`src/rtl/sdo_pkg.sv`:
```
package sdo_pkg;
   typedef enum logic [1:0] {
      SDO_IDLE  = 2'd0,
      SDO_SHIFT = 2'd1,
      SDO_BUSY  = 2'd2,
      SDO_READY = 2'd3
   } sdo_state_e;
endpackage

```
`src/rtl/sdo_shifter.sv`:
```
module sdo_shifter #(
   parameter int WIDE_W   = 16,
   parameter int NARROW_W = 8,
   localparam int CNT_W   = $clog2(WIDE_W)
) (
   input  logic              clk,
   input  logic              rst_n,
   input  logic              load_i,
   input  logic              step_i,
   input  logic              wide_i,
   input  logic [WIDE_W-1:0] word_i,
   output logic              bit_o,
   output logic              last_o
);
   localparam int PAD_W = WIDE_W - NARROW_W;

   logic [WIDE_W-1:0] sr_q;
   logic [CNT_W-1:0]  cnt_q;
   logic [WIDE_W-1:0] load_val;
   logic [CNT_W-1:0]  load_cnt;

   initial begin
      assert (WIDE_W > NARROW_W) else $error("wide word must exceed narrow word");
      assert (NARROW_W > 1) else $error("narrow word too short");
   end

   always_comb begin
      if (wide_i) begin
         load_val = word_i;
         load_cnt = CNT_W'(WIDE_W - 1);
      end else begin
         load_val = {word_i[NARROW_W-1:0], {PAD_W{1'b0}}};
         load_cnt = CNT_W'(NARROW_W - 1);
      end
   end

   always_ff @(posedge clk or negedge rst_n) begin
      if (!rst_n) begin
         sr_q  <= '0;
         cnt_q <= '0;
      end else if (load_i) begin
         sr_q  <= load_val;
         cnt_q <= load_cnt;
      end else if (step_i) begin
         sr_q  <= {sr_q[WIDE_W-2:0], 1'b0};
         cnt_q <= cnt_q - 1'b1;
      end
   end

   assign bit_o  = sr_q[WIDE_W-1];
   assign last_o = (cnt_q == '0);

   AST_STEP_COUNTS_DOWN: assert property (@(posedge clk) disable iff (!rst_n)
      (step_i && !load_i && !last_o) |=> (cnt_q == $past(cnt_q) - 1'b1))
      else $error("bit counter did not advance");

   AST_LOAD_WIDTH: assert property (@(posedge clk) disable iff (!rst_n)
      (load_i && !wide_i) |=> (cnt_q == CNT_W'(NARROW_W - 1)))
      else $error("narrow word length wrong");
endmodule

```
`src/rtl/sdo_ctrl_fsm.sv`:
```
module sdo_ctrl_fsm
   import sdo_pkg::*;
(
   input  logic       clk,
   input  logic       rst_n,
   input  logic       cs_i,
   input  logic       opc_done_i,
   input  logic       rd_go_i,
   input  logic       busy_i,
   input  logic       bsy_en_i,
   input  logic       last_i,
   output sdo_state_e state_o,
   output logic       load_o,
   output logic       step_o,
   output logic       adv_o
);
   sdo_state_e st_q, st_d;
   logic       adv_q;

   always_comb begin
      st_d   = st_q;
      load_o = 1'b0;
      step_o = 1'b0;
      unique case (st_q)
         SDO_IDLE: begin
            if (rd_go_i) begin
               st_d   = SDO_SHIFT;
               load_o = 1'b1;
            end else if (bsy_en_i && busy_i) begin
               st_d = SDO_BUSY;
            end
         end
         SDO_SHIFT: begin
            if (!cs_i) begin
               st_d = SDO_IDLE;
            end else if (last_i) begin
               load_o = 1'b1;
            end else begin
               step_o = 1'b1;
            end
         end
         SDO_BUSY: begin
            if (!busy_i) st_d = SDO_READY;
         end
         SDO_READY: begin
            if (rd_go_i) begin
               st_d   = SDO_SHIFT;
               load_o = 1'b1;
            end else if (opc_done_i) begin
               st_d = SDO_IDLE;
            end
         end
         default: st_d = SDO_IDLE;
      endcase
   end

   always_ff @(posedge clk or negedge rst_n) begin
      if (!rst_n) begin
         st_q  <= SDO_IDLE;
         adv_q <= 1'b0;
      end else begin
         st_q  <= st_d;
         adv_q <= load_o;
      end
   end

   assign state_o = st_q;
   assign adv_o   = adv_q;

   AST_READY_HOLDS: assert property (@(posedge clk) disable iff (!rst_n)
      (st_q == SDO_READY && !opc_done_i && !rd_go_i) |=> (st_q == SDO_READY))
      else $error("ready level not held");

   AST_BUSY_STAYS: assert property (@(posedge clk) disable iff (!rst_n)
      (st_q == SDO_BUSY && busy_i) |=> (st_q == SDO_BUSY))
      else $error("busy phase left early");
endmodule

```
`src/rtl/serial_dout_ctrl.sv`:
```
module serial_dout_ctrl
   import sdo_pkg::*;
#(
   parameter int WIDE_W   = 16,
   parameter int NARROW_W = 8
) (
   input  logic              clk,
   input  logic              rst_n,
   input  logic              cs_i,
   input  logic              org_wide_i,
   input  logic              opc_done_i,
   input  logic              rd_go_i,
   input  logic [WIDE_W-1:0] rd_word_i,
   input  logic              busy_i,
   input  logic              bsy_en_i,
   output logic              dout_o,
   output logic              dout_oe_o,
   output logic              word_adv_o
);
   sdo_state_e state;
   logic       load, step, sh_bit, sh_last;

   sdo_ctrl_fsm u_fsm (
      .clk        (clk),
      .rst_n      (rst_n),
      .cs_i       (cs_i),
      .opc_done_i (opc_done_i),
      .rd_go_i    (rd_go_i),
      .busy_i     (busy_i),
      .bsy_en_i   (bsy_en_i),
      .last_i     (sh_last),
      .state_o    (state),
      .load_o     (load),
      .step_o     (step),
      .adv_o      (word_adv_o)
   );

   sdo_shifter #(.WIDE_W(WIDE_W), .NARROW_W(NARROW_W)) u_shift (
      .clk    (clk),
      .rst_n  (rst_n),
      .load_i (load),
      .step_i (step),
      .wide_i (org_wide_i),
      .word_i (rd_word_i),
      .bit_o  (sh_bit),
      .last_o (sh_last)
   );

   always_comb begin
      unique case (state)
         SDO_SHIFT: dout_o = sh_bit;
         SDO_READY: dout_o = 1'b1;
         default:   dout_o = 1'b0;
      endcase
   end

   assign dout_oe_o = (state != SDO_IDLE);

   AST_FIRST_BIT: assert property (@(posedge clk) disable iff (!rst_n)
      (rd_go_i && !dout_oe_o) |=> (dout_oe_o && dout_o == ($past(org_wide_i) ?
         $past(rd_word_i[WIDE_W-1]) : $past(rd_word_i[NARROW_W-1]))))
      else $error("first bit wrong");

   AST_CS_ABORT: assert property (@(posedge clk) disable iff (!rst_n)
      (state == SDO_SHIFT && !cs_i) |=> !dout_oe_o)
      else $error("output kept after chip select dropped");

   AST_BUSY_LOW: assert property (@(posedge clk) disable iff (!rst_n)
      (busy_i && bsy_en_i && !dout_oe_o && !rd_go_i) |=> (dout_oe_o && !dout_o))
      else $error("busy not reported low");

   AST_NO_REPORT_OFF: assert property (@(posedge clk) disable iff (!rst_n)
      (!dout_oe_o && !bsy_en_i && !rd_go_i) |=> !dout_oe_o)
      else $error("drove output without enable");

   AST_DRIVE_CAUSE: assert property (@(posedge clk) disable iff (!rst_n)
      $rose(dout_oe_o) |-> ($past(rd_go_i) || $past(busy_i && bsy_en_i)))
      else $error("output enabled without cause");
endmodule

```
`config.mk`:
```
export PLATFORM = sky130hd
export DESIGN_NAME = serial_dout_ctrl
export DESIGN_NICKNAME = d
export VERILOG_FILES = /design/src/rtl/sdo_pkg.sv /design/src/rtl/sdo_shifter.sv /design/src/rtl/sdo_ctrl_fsm.sv /design/src/rtl/serial_dout_ctrl.sv
export SDC_FILE = /design/constraint.sdc
export NUM_CORES = 1
export LEC_CHECK = 0
export ABC_AREA = 1
export BUFFER_PORTS_ARGS = -buffer_cell sky130_fd_sc_hd__buf_2
export CAP_MARGIN = 20
export CORE_UTILIZATION = 59
export CTS_CLUSTER_SIZE = 24
export DETAILED_ROUTE_END_ITERATION = 16
export HOLD_SLACK_MARGIN = 0.15
export PLACE_DENSITY_LB_ADDON = 0.08
export REMOVE_ABC_BUFFERS = 1
export SYNTH_ARGS = -nofsm -noshare
export SYNTH_HDL_FRONTEND = slang
export SYNTH_SLANG_ARGS = --single-unit
export TNS_END_PERCENT = 1
```
`constraint.sdc`:
```
create_clock -name clk -period 3.87 [get_ports clk]
set_input_delay 0.5805 -clock clk [delete_from_list [all_inputs] [get_ports clk]]
set_output_delay 0.5805 -clock clk [all_outputs]
set_load 0.005 [all_outputs]
```
==> metrics.yaml <==
global_route:
  grt-ovfl-total: 0
  grt_start_max_net_pins: 39
  antenna_found_initial: 0
  grt.total_usage_pct: 25.1
  grt_pass1_vias: 1234
  grt_pass1_wl_um: 5100
placement:
  post-dp-hpwl_um: 2160
  placedCellCount: 252
  place_area_um2: 1550
  io_buffers: 26
  gp_congestion: 0.776
yosys:
  synth_ff_type: "dfrtp_1"
  synth.distinct_cells: 19
  yosys_warnings: 0
  synth_compound_area_share_pct: 3.29
  synth-simple-area-share_pct: 41.6
  yosysMostFrequentCell: "nand2_1"
  netlist_instances: 207
  synthTopCellsByArea: "dfrtp_1, nand2_1, nand3_1, ha_1, inv_1"
  ys_ff_latch: 23
  synthArstFlopShare_pct: 100
  synth_top_area_share_pct: 39.8
  synth_common_cells: "nand2_1, nand3_1, dfrtp_1"
  synth_xor_area_share_pct: 0.606
  synth_fa_ha_area_share_pct: 5.19
  synth-edff-count: 0
  synth_top_family_by_area: "simple AND/OR/NAND/NOR gates"
  syn_area_um2: 1450
  synth.largest_area_cell: "dfrtp_1"
  muxShareOfSynthArea_pct: 0
  synth-seq-area-share_pct: 39.8
  syn_area_per_cell_um2: 6.98
sta:
  setup_violations: 0
  period_minus_slack_ns: 2.13
  tightest_slew_ns: 0.663
  hold_violations: 0
  setup_tns_ns: 0
  finalClockSkew_ns: 0.00627
  slew_viol_final: 0
  fmax_mhz: 469
  rsz0062_at_grt: "no"
  slew_headroom_pct: 55.7
  min_period_over_period_pct: 55.2
critical_path:
  crit_type: "flip-flop to flip-flop"
  crit_path_cell_trace: "inv_1, ha_1, nand2_1, inv_2, nand2_1, inv_1, o21ai_0, nand2_1"
  worstPathRequired_ns: 4.05
  critPathTopFamily: "simple AND/OR/NAND/NOR gates"
  slowest_stage: "nand2_1"
  cp_max_fo: 20
  end_kind: "flip-flop"
  crit_arrival_ns: 2.32
  path_common_cell: "nand2_1"
  startpoint_type: "flip-flop"
  crit_path_max_incr_delay_ns: 0.49
  worstPathBufferInverterCount: 3
routing:
  wire_per_inst_um: 11.3
  finalWirelength_um: 2900
  drtPass1Iterations: 4
  drt_iter0_markers: 34
  final_antenna_net_count: 0
  vias: 1358
  viasPerCell: 5.30
  route.detailed.drc: 0
run_status:
  status: "complete, no violations"
cts:
  cts_tree: "built"
  clock_path_buffers: 2
  cts_setup_buffers: 0
  hold_buffers: 0
  cts.sinks: 23
  clk_latency_ns: 0.30
  cts_resized: 0
  cts_root_buf: "clkbuf_4"
  h-tree-depth: 1
  cts_buffers: 3
  path_clk_slew_ns: 0.13
die:
  io_pins: 27
  rows: 17
  die_x_um: 51.5
  die_h_um: 51.5
  initial_core_util_pct: 64.1
  core_area_um2: 2250
  dieArea_um2: 2650
min_path:
  hold_path.class: "input port to async pin"
cells_and_area:
  finish.instance_area_um2: 1580
  layout.cells.non_filler: 256
  antennaDiodeCount: 0
  drive_above_1_share_pct: 17.1
  area_growth_pct: 9.09
  fin_util_pct: 69.9
  nets: 259
pwr:
  total_power_mw: 0.974
  cellPowerDensity_nw_per_um2: 618
  vdd.ir_drop.worst_uv: 411
  p_leak_nw: 0.944
job:
  cap_violations: 0
## path summary, 6_finish.rpt
path / to / cells past startpoint / slack (ns) / startpoint
hold reg to reg: u_shift.sr_q[2]$_DFFE_PN0P_ / 2 / 0.52 / u_shift.sr_q[2]$_DFFE_PN0P_
setup / recovery: u_shift.cnt_q[1]$_DFFE_PN0P_ / 8 / 1.74 / u_fsm.state_o[1]$_DFFE_PN0P_
hold / removal: u_shift.sr_q[2]$_DFFE_PN0P_ / 1 / 0.23 / rst_n
min in group clk: u_shift.sr_q[0]$_DFFE_PN0P_ / 3 / 0.51 / rd_word_i[0]
max in group asynchronous: u_shift.sr_q[6]$_DFFE_PN0P_ / 1 / 3.30 / rst_n
setup reg to reg: u_shift.cnt_q[1]$_DFFE_PN0P_ / 8 / 1.74 / u_fsm.state_o[1]$_DFFE_PN0P_
## where the power goes
part           switching (mW)  total [mW]  leakage (nW)  internal, mW
Sequential             0.0563       0.391         0.285         0.334
Clock                  0.0700       0.108        0.0177        0.0385
Combinational           0.306       0.474         0.641         0.168
Total                   0.432       0.974         0.944         0.541
## flip-flops by register name, indices dropped and copies added (netlist names)
signal,count
u_shift.sr_q,16
u_shift.cnt_q,4
u_fsm.state_o,2
u_fsm.adv_o,1
## per-stage QoR
stage | hold slack (ns) | worst slack [ns]
after global placement | 0.487 | 1.81
after CTS | 0.248 | 1.75
after floorplan | 0.285 | 2.08
after global routing | 0.260 | 1.49
after detailed placement | 0.494 | 1.76
final | 0.229 | 1.74
## cell type report
cell class                      instances  area (um^2)
Multi-Input combinational cell        155          733
Fill cell                             184          678
Sequential cell                        23          576
Timing Repair Buffer                   26          130
Inverter                               20         75.1
Tap cell                               28         35.0
Clock buffer                            3         22.5
Clock inverter                          1         5.00
## routing by layer
layer	up-vias	track usage, %	part of all wire [%]
met1	630	32.8	47
li1	692	-	-
met4	0	6.31	0.59
met3	2	2.63	3.4
met2	34	44.2	49
met5	-	0	0
## placed cells by master, fill, tap and decap left out
cell type,Yosys,final
o21ai_0,7,7
clkbuf_4,0,3
xnor2_1,1,1
nand2_4,1,1
clkinv_2,0,1
o21a_1,1,1
ha_1,6,6
nand2_1,82,82
nand3_1,45,45
buf_2,4,26
inv_2,4,4
dfrtp_1,23,23
inv_1,16,16
nor2_1,6,6
or2_4,1,1
nand3b_1,1,1
or2_2,1,1
a21oi_1,1,1
nand2_2,2,2
## worst register-to-register path, cell delays in order, from the launching register on
cell,delay (ns)
dfrtp_1,0.42
inv_1,0.09
ha_1,0.20
nand2_1,0.10
inv_2,0.04
nand2_1,0.49
inv_1,0.37
o21ai_0,0.24
nand2_1,0.06
## cell families after synthesis
family,after synthesis
fa+ha+maj,6
compound gates,9
flops,23
simple gates,139
xor+xnor,1
buf+inv,29
Note: power is estimated with default switching activity, not from simulation.
